$ cat src/rtl/gain_ramp_pkg.sv
// Shared definitions for the gain ramp controller.
// Assumes gain factors are unsigned fixed point with FRAC_W fraction bits.
package gain_ramp_pkg;
    typedef enum logic [1:0] {
        GM_IMMEDIATE  = 2'b00,
        GM_ZEROX      = 2'b01,
        GM_RAMP       = 2'b10,
        GM_RAMP_ZEROX = 2'b11
    } gain_mode_e;

    localparam int FRAC_W = 14;      // fraction bits of the linear factor
    localparam int UP_K   = 17355;   // +0.5 dB multiplier in FRAC_W fixed point
    localparam int DN_K   = 15467;   // -0.5 dB multiplier in FRAC_W fixed point
endpackage

$ cat src/rtl/gr_zero_cross.sv
// Zero-crossing detector for one channel.
// Flags a crossing when the strobed sample is zero or its sign differs from
// the previous strobed sample. Assumes the history resets to non-negative.
module gr_zero_cross #(
    parameter int SAMPLE_W = 16
) (
    input  logic                clk,
    input  logic                rst_n,
    input  logic                strobe,
    input  logic [SAMPLE_W-1:0] sample,
    output logic                zc
);
    localparam int MSB = SAMPLE_W - 1;

    logic prev_neg;

    // Combinational crossing decision against the remembered sign.
    always_comb begin
        zc = (sample == '0) || (sample[MSB] != prev_neg);
    end

    // Remember the sign of each strobed sample.
    always_ff @(posedge clk) begin
        if (!rst_n)      prev_neg <= 1'b0;
        else if (strobe) prev_neg <= sample[MSB];
    end
endmodule

$ cat src/rtl/gr_gain_step.sv
// Applied-gain state machine for one channel.
// Clamps the target, then steps or jumps the applied code on strobes as the
// mode selects, with a crossing-wait timeout. Assumes TIMEOUT >= 2.
module gr_gain_step
    import gain_ramp_pkg::*;
#(
    parameter int CODE_W   = 6,
    parameter int MAX_CODE = 24,
    parameter int TIMEOUT  = 512
) (
    input  logic              clk,
    input  logic              rst_n,
    input  logic              strobe,
    input  logic [1:0]        mode,
    input  logic [CODE_W-1:0] target,
    input  logic              zc,
    output logic [CODE_W-1:0] cur,
    output logic [CODE_W-1:0] cur_nxt,
    output logic              done
);
    localparam int CNT_W = $clog2(TIMEOUT);
    localparam logic signed [CODE_W-1:0] CMAX = CODE_W'(MAX_CODE);
    localparam logic signed [CODE_W-1:0] CMIN = -CMAX;
    localparam logic [CNT_W-1:0] CNT_LAST = CNT_W'(TIMEOUT - 1);

    logic [CODE_W-1:0] tgt_c;
    logic [CNT_W-1:0]  cnt;
    logic [CNT_W-1:0]  cnt_nxt;
    logic              pending;
    logic              expired;
    logic              allow;
    logic              go_up;

    // Clamp the requested target into the legal code range.
    always_comb begin
        if ($signed(target) > CMAX)      tgt_c = CMAX;
        else if ($signed(target) < CMIN) tgt_c = CMIN;
        else                             tgt_c = target;
    end

    // Decide whether a change is due on this strobe.
    always_comb begin
        pending = (cur != tgt_c);
        expired = (cnt == CNT_LAST);
        allow   = !mode[0] || zc || expired;
        go_up   = ($signed(tgt_c) > $signed(cur));
        done    = !pending;
    end

    // Next applied code: jump or single step toward the target.
    always_comb begin
        cur_nxt = cur;
        if (strobe && pending && allow) begin
            if (!mode[1])   cur_nxt = tgt_c;
            else if (go_up) cur_nxt = cur + CODE_W'(1);
            else            cur_nxt = cur - CODE_W'(1);
        end
    end

    // Next wait count: counts only while blocked waiting for a crossing.
    always_comb begin
        cnt_nxt = cnt;
        if (strobe) begin
            if (pending && mode[0] && !zc && !expired) cnt_nxt = cnt + CNT_W'(1);
            else                                       cnt_nxt = '0;
        end
    end

    // State registers.
    always_ff @(posedge clk) begin
        if (!rst_n) begin
            cur <= '0;
            cnt <= '0;
        end else begin
            cur <= cur_nxt;
            cnt <= cnt_nxt;
        end
    end
endmodule

$ cat src/rtl/gr_gain_lut.sv
// Converts a signed half-decibel code into a linear factor.
// The factor table is built from repeated constant multiplications, which
// fold to constants; assumes FAC_W holds the factor of MAX_CODE.
module gr_gain_lut
    import gain_ramp_pkg::*;
#(
    parameter int CODE_W   = 6,
    parameter int MAX_CODE = 24,
    parameter int FAC_W    = 17
) (
    input  logic [CODE_W-1:0] code,
    output logic [FAC_W-1:0]  fac
);
    localparam logic [63:0] ONE = 64'(1) << FRAC_W;

    logic [63:0] f_up;
    logic [63:0] f_dn;

    // Walk both directions from unity and pick the matching code.
    always_comb begin
        f_up = ONE;
        f_dn = ONE;
        fac  = ONE[FAC_W-1:0];
        for (int i = 1; i <= MAX_CODE; i++) begin
            f_up = (f_up * 64'(UP_K)) >> FRAC_W;
            f_dn = (f_dn * 64'(DN_K)) >> FRAC_W;
            if (code == CODE_W'(i))  fac = f_up[FAC_W-1:0];
            if (code == CODE_W'(-i)) fac = f_dn[FAC_W-1:0];
        end
    end
endmodule

$ cat src/rtl/gr_gain_apply.sv
// Multiplies a signed sample by an unsigned fixed-point factor, floors the
// result by the fraction width and saturates to the sample width.
module gr_gain_apply
    import gain_ramp_pkg::*;
#(
    parameter int SAMPLE_W = 16,
    parameter int FAC_W    = 17
) (
    input  logic [SAMPLE_W-1:0] sample,
    input  logic [FAC_W-1:0]    fac,
    output logic [SAMPLE_W-1:0] result
);
    localparam int PW = SAMPLE_W + FAC_W + 1;
    localparam logic signed [PW-1:0] SMAX = {{(PW-SAMPLE_W+1){1'b0}}, {(SAMPLE_W-1){1'b1}}};
    localparam logic signed [PW-1:0] SMIN = {{(PW-SAMPLE_W+1){1'b1}}, {(SAMPLE_W-1){1'b0}}};

    logic signed [PW-1:0] s_x;
    logic signed [PW-1:0] f_x;
    logic signed [PW-1:0] prod;
    logic signed [PW-1:0] shf;

    // Full-precision product, arithmetic shift, then clip.
    always_comb begin
        s_x  = {{(PW-SAMPLE_W){sample[SAMPLE_W-1]}}, sample};
        f_x  = {{(PW-FAC_W){1'b0}}, fac};
        prod = s_x * f_x;
        shf  = prod >>> FRAC_W;
        if (shf > SMAX)      result = SMAX[SAMPLE_W-1:0];
        else if (shf < SMIN) result = SMIN[SAMPLE_W-1:0];
        else                 result = shf[SAMPLE_W-1:0];
    end
endmodule

$ cat src/rtl/gr_channel.sv
// One audio channel: crossing detector, gain state, factor lookup and
// registered scaled output. The output uses the gain after this strobe.
module gr_channel #(
    parameter int SAMPLE_W = 16,
    parameter int CODE_W   = 6,
    parameter int MAX_CODE = 24,
    parameter int TIMEOUT  = 512,
    parameter int FAC_W    = 17
) (
    input  logic                clk,
    input  logic                rst_n,
    input  logic                strobe,
    input  logic [1:0]          mode,
    input  logic [CODE_W-1:0]   target,
    input  logic [SAMPLE_W-1:0] sample,
    output logic [SAMPLE_W-1:0] dout,
    output logic [CODE_W-1:0]   cur,
    output logic                done
);
    logic                zc;
    logic [CODE_W-1:0]   cur_nxt;
    logic [FAC_W-1:0]    fac;
    logic [SAMPLE_W-1:0] scaled;

    gr_zero_cross #(.SAMPLE_W(SAMPLE_W)) i_zc (
        .clk(clk), .rst_n(rst_n), .strobe(strobe), .sample(sample), .zc(zc)
    );

    gr_gain_step #(.CODE_W(CODE_W), .MAX_CODE(MAX_CODE), .TIMEOUT(TIMEOUT)) i_step (
        .clk(clk), .rst_n(rst_n), .strobe(strobe), .mode(mode), .target(target),
        .zc(zc), .cur(cur), .cur_nxt(cur_nxt), .done(done)
    );

    gr_gain_lut #(.CODE_W(CODE_W), .MAX_CODE(MAX_CODE), .FAC_W(FAC_W)) i_lut (
        .code(cur_nxt), .fac(fac)
    );

    gr_gain_apply #(.SAMPLE_W(SAMPLE_W), .FAC_W(FAC_W)) i_apply (
        .sample(sample), .fac(fac), .result(scaled)
    );

    // Register the scaled sample on each strobe.
    always_ff @(posedge clk) begin
        if (!rst_n)      dout <= '0;
        else if (strobe) dout <= scaled;
    end
endmodule

$ cat src/rtl/gain_ramp_ctrl.sv
// Stereo click-free gain controller, top level.
// Replicates one channel per stereo side, registers the output strobe and
// combines the per-channel settled indications. One clock of latency.
module gain_ramp_ctrl #(
    parameter int SAMPLE_W = 16,
    parameter int CODE_W   = 6,
    parameter int MAX_CODE = 24,
    parameter int TIMEOUT  = 512,
    parameter int FAC_W    = 17
) (
    input  logic                clk,
    input  logic                rst_n,
    input  logic [1:0]          mode,
    input  logic [CODE_W-1:0]   tgt_a,
    input  logic [CODE_W-1:0]   tgt_b,
    input  logic                in_valid,
    input  logic [SAMPLE_W-1:0] in_a,
    input  logic [SAMPLE_W-1:0] in_b,
    output logic                out_valid,
    output logic [SAMPLE_W-1:0] out_a,
    output logic [SAMPLE_W-1:0] out_b,
    output logic [CODE_W-1:0]   cur_a,
    output logic [CODE_W-1:0]   cur_b,
    output logic                gain_settled
);
    localparam int NUM_CH = 2;

    logic [NUM_CH-1:0][SAMPLE_W-1:0] din;
    logic [NUM_CH-1:0][SAMPLE_W-1:0] dout;
    logic [NUM_CH-1:0][CODE_W-1:0]   tgt;
    logic [NUM_CH-1:0][CODE_W-1:0]   cur;
    logic [NUM_CH-1:0]               done;

    // Gather the per-channel ports into arrays.
    always_comb begin
        din[0] = in_a;
        din[1] = in_b;
        tgt[0] = tgt_a;
        tgt[1] = tgt_b;
    end

    for (genvar ch = 0; ch < NUM_CH; ch++) begin : g_ch
        gr_channel #(
            .SAMPLE_W(SAMPLE_W), .CODE_W(CODE_W), .MAX_CODE(MAX_CODE),
            .TIMEOUT(TIMEOUT), .FAC_W(FAC_W)
        ) i_chan (
            .clk(clk), .rst_n(rst_n), .strobe(in_valid), .mode(mode),
            .target(tgt[ch]), .sample(din[ch]), .dout(dout[ch]),
            .cur(cur[ch]), .done(done[ch])
        );
    end

    // Drive the per-channel outputs and the combined settled flag.
    always_comb begin
        out_a        = dout[0];
        out_b        = dout[1];
        cur_a        = cur[0];
        cur_b        = cur[1];
        gain_settled = &done;
    end

    // Output strobe follows the input strobe by one clock.
    always_ff @(posedge clk) begin
        if (!rst_n) out_valid <= 1'b0;
        else        out_valid <= in_valid;
    end
endmodule

$ cat config.mk
export PLATFORM = sky130hd
export DESIGN_NAME = gain_ramp_ctrl
export DESIGN_NICKNAME = d
export VERILOG_FILES = /design/src/rtl/gain_ramp_pkg.sv /design/src/rtl/gr_zero_cross.sv /design/src/rtl/gr_gain_step.sv /design/src/rtl/gr_gain_lut.sv /design/src/rtl/gr_gain_apply.sv /design/src/rtl/gr_channel.sv /design/src/rtl/gain_ramp_ctrl.sv
export SDC_FILE = /design/constraint.sdc
export NUM_CORES = 2
export LEC_CHECK = 0
export BUFFER_PORTS_ARGS = -buffer_cell sky130_fd_sc_hd__buf_2
export CORE_AREA = 2 2 212 214
export CTS_BUF_LIST = sky130_fd_sc_hd__clkbuf_8
export DETAILED_ROUTE_END_ITERATION = 10
export DIE_AREA = 0 0 214 216
export PLACE_DENSITY = 0.71
export SLEW_MARGIN = 20
export SYNTH_ARGS = -nofsm -noshare
export SYNTH_HDL_FRONTEND = slang
export SYNTH_SLANG_ARGS = --single-unit
export TNS_END_PERCENT = 5
$ cat constraint.sdc
create_clock -name clk -period 19.24 [get_ports clk]
set_clock_uncertainty 0.15 [all_clocks]
set_input_delay 4.81 -clock clk [delete_from_list [all_inputs] [get_ports clk]]
set_output_delay 4.81 -clock clk [all_outputs]
set_load 0.1 [all_outputs]
== Yosys cells after proc, flatten, opt, wreduce, memory -nomap -nowiden ==
Index checks and enable logic that the tools add are counted.
Cells by class
  add/subtract/negate cells: 6
  multipliers: 2
  divide/modulo/power cells: 0
  $lt $le $gt $ge: 10
  equal/unequal tests: 102
  shift-type cells: 0
  muxes and demuxes: 112
  bitwise gates (word level): 0
  reductions and logical operators: 26
Operator list (number)
  $mux 17: 94
  $eq 6x6->1 const B: 48
  $eq 6x5->1 const B: 18
  $eq 6x4->1 const B: 16
  $mul 16x18->34: 2
  $mux 16: 4
  $mux 6: 10
  $eq 6x3->1 const B: 8
  $gt 20x16->1 const B: 2
  $lt 20x16->1 const B: 2
  $logic_not 16->1: 2
  $eq 6x2->1 const B: 4
  $mux 10: 2
  $add 9x1->9 const B: 2
  $eq 9x9->1 const B: 2
  $mux 9: 2
  $add 6x1->6 const B: 2
  $eq 6x1->1 const B: 2
  $gt 6x6->1: 2
  $gt 6x6->1 const B: 2
  $lt 6x6->1 const B: 2
  $ne 6x6->1: 2
  $sub 6x1->6 const B: 2
  $logic_and 1x1->1: 10
  4 further kinds: 16
Word-level totals
  register bits after elaboration: 65
  latch bits: 0
  RAM bits: 0
  ROM bits: 0
  bits of input ports: 49
  output and inout bits: 46
  word-level logic and storage cells: 267
  memories: 0

== Logic depth before layout (Yosys ltp) ==
  word-level depth: 60
  gate-level depth with buffers: 56
  mapped depth without buffers: 52

== Cells and area by module ==
Synthesis repeated with hierarchy kept, for this count alone.
Second synthesis, totals
  cell total of the unflattened synthesis: 2978
  area total of the unflattened synthesis: 24820.1 µm²
Modules (own cells, without submodules)
  gr_gain_apply (g_ch[0].i_chan.i_apply): instances 1, cells an instance 1082, area an instance 9290.2 µm², sequential area each 0.0 µm²
  gr_gain_apply (g_ch[1].i_chan.i_apply): instances 1, cells an instance 1069, area an instance 9226.3 µm², sequential area each 0.0 µm²
  gr_gain_lut: instances 2, cells an instance 214, area an instance 1292.5 µm², sequential area each 0.0 µm²
  gr_gain_step: instances 2, cells an instance 138, area an instance 1141.1 µm², sequential area each 300.3 µm²
  gr_channel: instances 2, cells an instance 51, area an instance 615.6 µm², sequential area each 320.3 µm²
  gr_zero_cross: instances 2, cells an instance 9, area an instance 86.3 µm², sequential area each 20.0 µm²
  gain_ramp_ctrl: instances 1, cells an instance 3, area an instance 32.5 µm², sequential area each 20.0 µm²

== Worst setup path before layout ==
No wires, ideal clock.
  kind: input port to flip-flop
  start point: input port tgt_a[4]
  end point: register g_ch[0].i_chan.dout[15]
  library setup time: 0.115 ns
  arrival time: 15.860 ns
  data required time: 18.975 ns
  slack: 3.115 ns
  stages on the path: 50
  buffers on the path: 5
  path through: o21ai_0 > ha_1 > or2_2 > ha_1 > and4_1 > o21ai_1 > a41o_1 > nand2b_1 > ha_1 > a211oi_2 > o21bai_1 > a21oi_1 > o21ai_0 > and4_4 > nor3_1 > clkbuf_1 > buf_1 > clkbuf_1 > (+14 left out) > fa_1 > inv_1 > ha_1 > a21o_1 > a21o_1 > a21oi_1 > o21bai_1 > a21o_1 > a21oi_1 > o21ai_0 > a41oi_4 > o21ai_2 > a311oi_2 > nor4b_1 > a211oi_4 > buf_4 > nor2_1 > o21a_1
On the way
  longest elaborated chain between the ends: 60
  elaborated cells between the ends (all ways): 112
  classes of those cells: 1 x mul; 5 x order compare; 49 x eq/ne; 55 x mux; 2 x reduce/logical
Ends and longest elaborated chain
  from (decl): line gain_ramp_ctrl.sv:14  | input logic [CODE_W-1:0] tgt_a,
  $lt 6x6->1: line gr_gain_step.sv:37  | else if ($signed(target) < CMIN) tgt_c = CMIN;
  $mux 6: line gr_gain_step.sv:37
  $mux 6 (*): line gr_gain_step.sv:36  | if ($signed(target) > CMAX) tgt_c = CMAX;
  $gt 6x6->1 or $ne 6x6->1 (tied branches): line gr_gain_step.sv:46, gr_gain_step.sv:43
  $mux 6 or $logic_and 1x1->1 (tied branches): line gr_gain_step.sv:55, gr_gain_step.sv:53
  $mux 6 or $logic_and 1x1->1 (tied branches): line gr_gain_step.sv:54, gr_gain_step.sv:53
  $mux 6 (*): line gr_gain_step.sv:53  | if (strobe && pending && allow) begin
  $eq 6x1->1: line gr_gain_lut.sv:27  | if (code == CODE_W'(i)) fac = f_up[FAC_W-1:0];
  (+44 left out)
  $mux 17: line gr_gain_lut.sv:27
  $mux 17: line gr_gain_lut.sv:28  | if (code == CODE_W'(-i)) fac = f_dn[FAC_W-1:0];
  $mux 17: line gr_gain_lut.sv:27
  $mux 17 (*): line gr_gain_lut.sv:28
  $mul 16x18->34 (*): line gr_gain_apply.sv:26  | prod = s_x * f_x;
  $lt 20x16->1: line gr_gain_apply.sv:29  | else if (shf < SMIN) result = SMIN[SAMPLE_W-1:0];
  $mux 16: line gr_gain_apply.sv:29
  $mux 16 (*): line gr_gain_apply.sv:28  | if (shf > SMAX) result = SMAX[SAMPLE_W-1:0];
  to (signal assigned): line gr_channel.sv:45  | else if (strobe) dout <= scaled;
  to (decl): line gr_channel.sv:16  | output logic [SAMPLE_W-1:0] dout,
Mark *: on every way between the ends. The rest lies on a longest branch, timed or not.
A chain may end at the register's enable or synchronous reset.

== Worst setup path in the final report ==
  start point: input port tgt_a[4]
  end point: register g_ch[0].i_chan.dout[10]
The elaborated chain is that of the path after synthesis.

==> impl_results.md <==
- Async SR Flop Fraction: 0
- Via-to-Cell Ratio: 5.93
- #FFs+latches synth: 65
- Drt pass-1 iters: 6
- Vias in the first global route: 21800
- DRT antenna net count: 0
- Maximum operating frequency: 57.3 MHz
- Num Clock Sinks: 65
- Total of max-cap violations: 0
- RSZ-0062 raised after global routing: false
- Register area share after synthesis: 0.0546
- IO buf count: 94
- Post-Syn Nets: 3593
- Number of remaining DRC errors: 0
- Grt total ovfl: 0
- CP peak stage delay: 0.71 ns
- Final setup fails: 0
- Die width: 214 um
- Top-area cell type share of the netlist area: 0.326
- Final period utilization: 0.908
- Hold Fails Final Rpt: 0
- HPWL Detailed: 52100 um
- HP Class: flop to flop
- # Post-CTS Setup Buffers: 0
- Layout cells sized above 1: 0.0687
- CP Max Fanout: 25
- Initial Utilization: 0.544
- Cell row count: 77
- Kind of critical path: input port to flop
- GRT Total Usage: 0.303
- Post-DR wirelength/cell: 19.5 um
- Hold_buf cts: 0
- Fill count: 4035
- First-pass GRT wire length: 113000 um
- Largest cells by area after synthesis: fa_1 (33%), ha_1 (14%), inv_1 (7.8%)
- Avg Synthesized Cell Area: 8.26 um^2
- CTS Buf Count: 9
- Ports: 95
- Crit path launch type: input port
- Crit-path slowest cell: or3_1
- CTS tree: built
- Core Region: 0.0438 mm^2
- Synth Cell Area: 0.0238 mm^2
- Rel. slew slack: 0.221
- WP data arrival: 17.64 ns
- Layout net count: 3599
- Top FF cell, synth: dfxtp_1
- Actual slew at the worst max-slew pin: 1.17 ns
- Layout area overhead: 5.04%
- Status: finished clean
- CTS H-tree depth: 3
- Yosys warning count: 0
- Cell taking the most area after synthesis: fa_1
- Final Max Tran Viols: 0
- Post-CTS Resized: 0
- DR vias: 20700
- Initial antenna violation count: 2
- Largest net degree at the start of global routing: 54
- Final setup TNS: 0 ns
- Worst-path clk slew: 0.08 ns
- Crit. End Element: flop
- Syn Inst Count: 2884
- Yosys cell types: 90
- Initial drt markers: 1610
- Die height: 216 um
- Min cycle time layout: 17.46 ns
- EDFF count, synth: 0
- Final wirelength: 68000 um
- GP Congestion: 0.935
- Most frequent CP cell: fa_1
- Bufs on Longest Clock Path: 2
- Clock Latency Late Sink: 0.40 ns
- Clock root buffer: clkbuf_8
- DIE AREA: 0.0462 mm^2
- Worst EP required: 19.42 ns
==> critical path: cells and delay by family <==
family	cells	cell delay (ns)
buffers and inverters	5	0.32
adders and majority gates	10	4.33
and+or+nand+nor	8	2.72
AOI/OAI and AO/OA	22	5.45
==> kinds of logic (layout without fill, tap and decap cells) <==
group,after synthesis,in the layout,share of synthesized area
compound gates,502,502,0.139
flops,65,65,0.0546
simple gates,955,955,0.209
xor+xnor,57,57,0.0215
mux,13,13,0.00609
fa+ha+maj,660,660,0.469
buf+inv,632,643,0.102
other cells,0,1,0
==> metrics by stage <==
step	hold slack [ns]	setup WS (ns)	util	instance area [um^2]	std cells
after detailed placement	0.333	1.32	0.567	24800	3471
after CTS	0.344	1.73	0.571	25000	3487
final	0.339	1.78	0.571	25000	3488
after floorplan	0.304	3.12	-	23800	2884
after global placement	0.318	1.71	0.566	24800	3471
after global routing	0.378	0.926	0.571	25000	3487
==> layout make-up <==
cell class / instances / area (um^2) / area share
multi-input combinational: 2187 / 20200 / 0.806
inverter: 497 / 1870 / 0.0745
sequential: 65 / 1300 / 0.0520
timing repair buffer: 130 / 741 / 0.0296
tap: 592 / 741 / 0.0296
clock buffer: 9 / 124 / 0.00495
clock inverter: 7 / 71.3 / 0.00285
antenna: 1 / 2.50 / 0.0000999
==> layout by cell type, fill, tap and decap left out, drive strengths merged, types with 7 or more instances in the layout <==
cell and n:
o311ai 7, a22oi 7, nor3 39, inv 496
a311oi 9, a21o 32, buf 130, clkbuf 9
nand3 42, a21oi 122, a32oi 10, nand4 21
o22ai 10, o21bai 14, a32o 7, nor2 135
a211oi 25, and3 19, nor2b 117, and4 7
and2 194, nor4 19, o211ai 13, o21ai 146
or2 13, dfxtp 65, mux2i 7, ha 272
o221ai 7, fa 388, a211o 7, xnor2 30
or3 8, o21a 7, nand2b 69, xor2 26
nand2 255, a31oi 13
==> path summary, 6_finish.rpt <==
kind / start / to / slack, ns / depth (start not counted)
setup / recovery: tgt_a[4] / g_ch[0].i_chan.dout[10] / 1.78 / 45
hold / removal: g_ch[0].i_chan.i_step.cnt[8] / g_ch[0].i_chan.i_step.cnt[8] / 0.34 / 2
setup reg to reg: g_ch[0].i_chan.i_step.cur[2] / g_ch[0].i_chan.dout[10] / 6.33 / 42
hold reg to reg: g_ch[0].i_chan.i_step.cnt[8] / g_ch[0].i_chan.i_step.cnt[8] / 0.34 / 2
==> cell usage after synthesis, types with 22 or more instances <==
library cell,number
a211oi_1,22
a21o_1,32
a21oi_1,118
and2_1,194
clkbuf_1,110
dfxtp_1,65
fa_1,388
ha_1,272
inv_1,496
nand2_1,255
nand2b_1,69
nand3_1,42
nor2_1,134
nor2b_1,117
nor3_1,39
o21ai_0,127
xnor2_1,30
xor2_1,26
==> flip-flops by register name, indices dropped and copies added (netlist names) <==
name / count
g_ch.i_chan.i_step.cur: 12
g_ch.i_chan.dout: 32
g_ch.i_chan.i_step.cnt: 18
out_valid: 1
g_ch.i_chan.i_zc.prev_neg: 2
==> layer usage <==
| metal | up-vias | GRT usage | part of all wire |
|---|---|---|---|
| met5 | - | 0 | 0.00019 |
| met4 | 2 | 0.103 | 0.032 |
| met3 | 164 | 0.0376 | 0.063 |
| met2 | 811 | 0.534 | 0.50 |
| met1 | 10300 | 0.386 | 0.41 |
| li1 | 9364 | - | - |
Power is not shown: default switching activity piles up to over one toggle a cycle in this logic, so the estimate is an artifact.
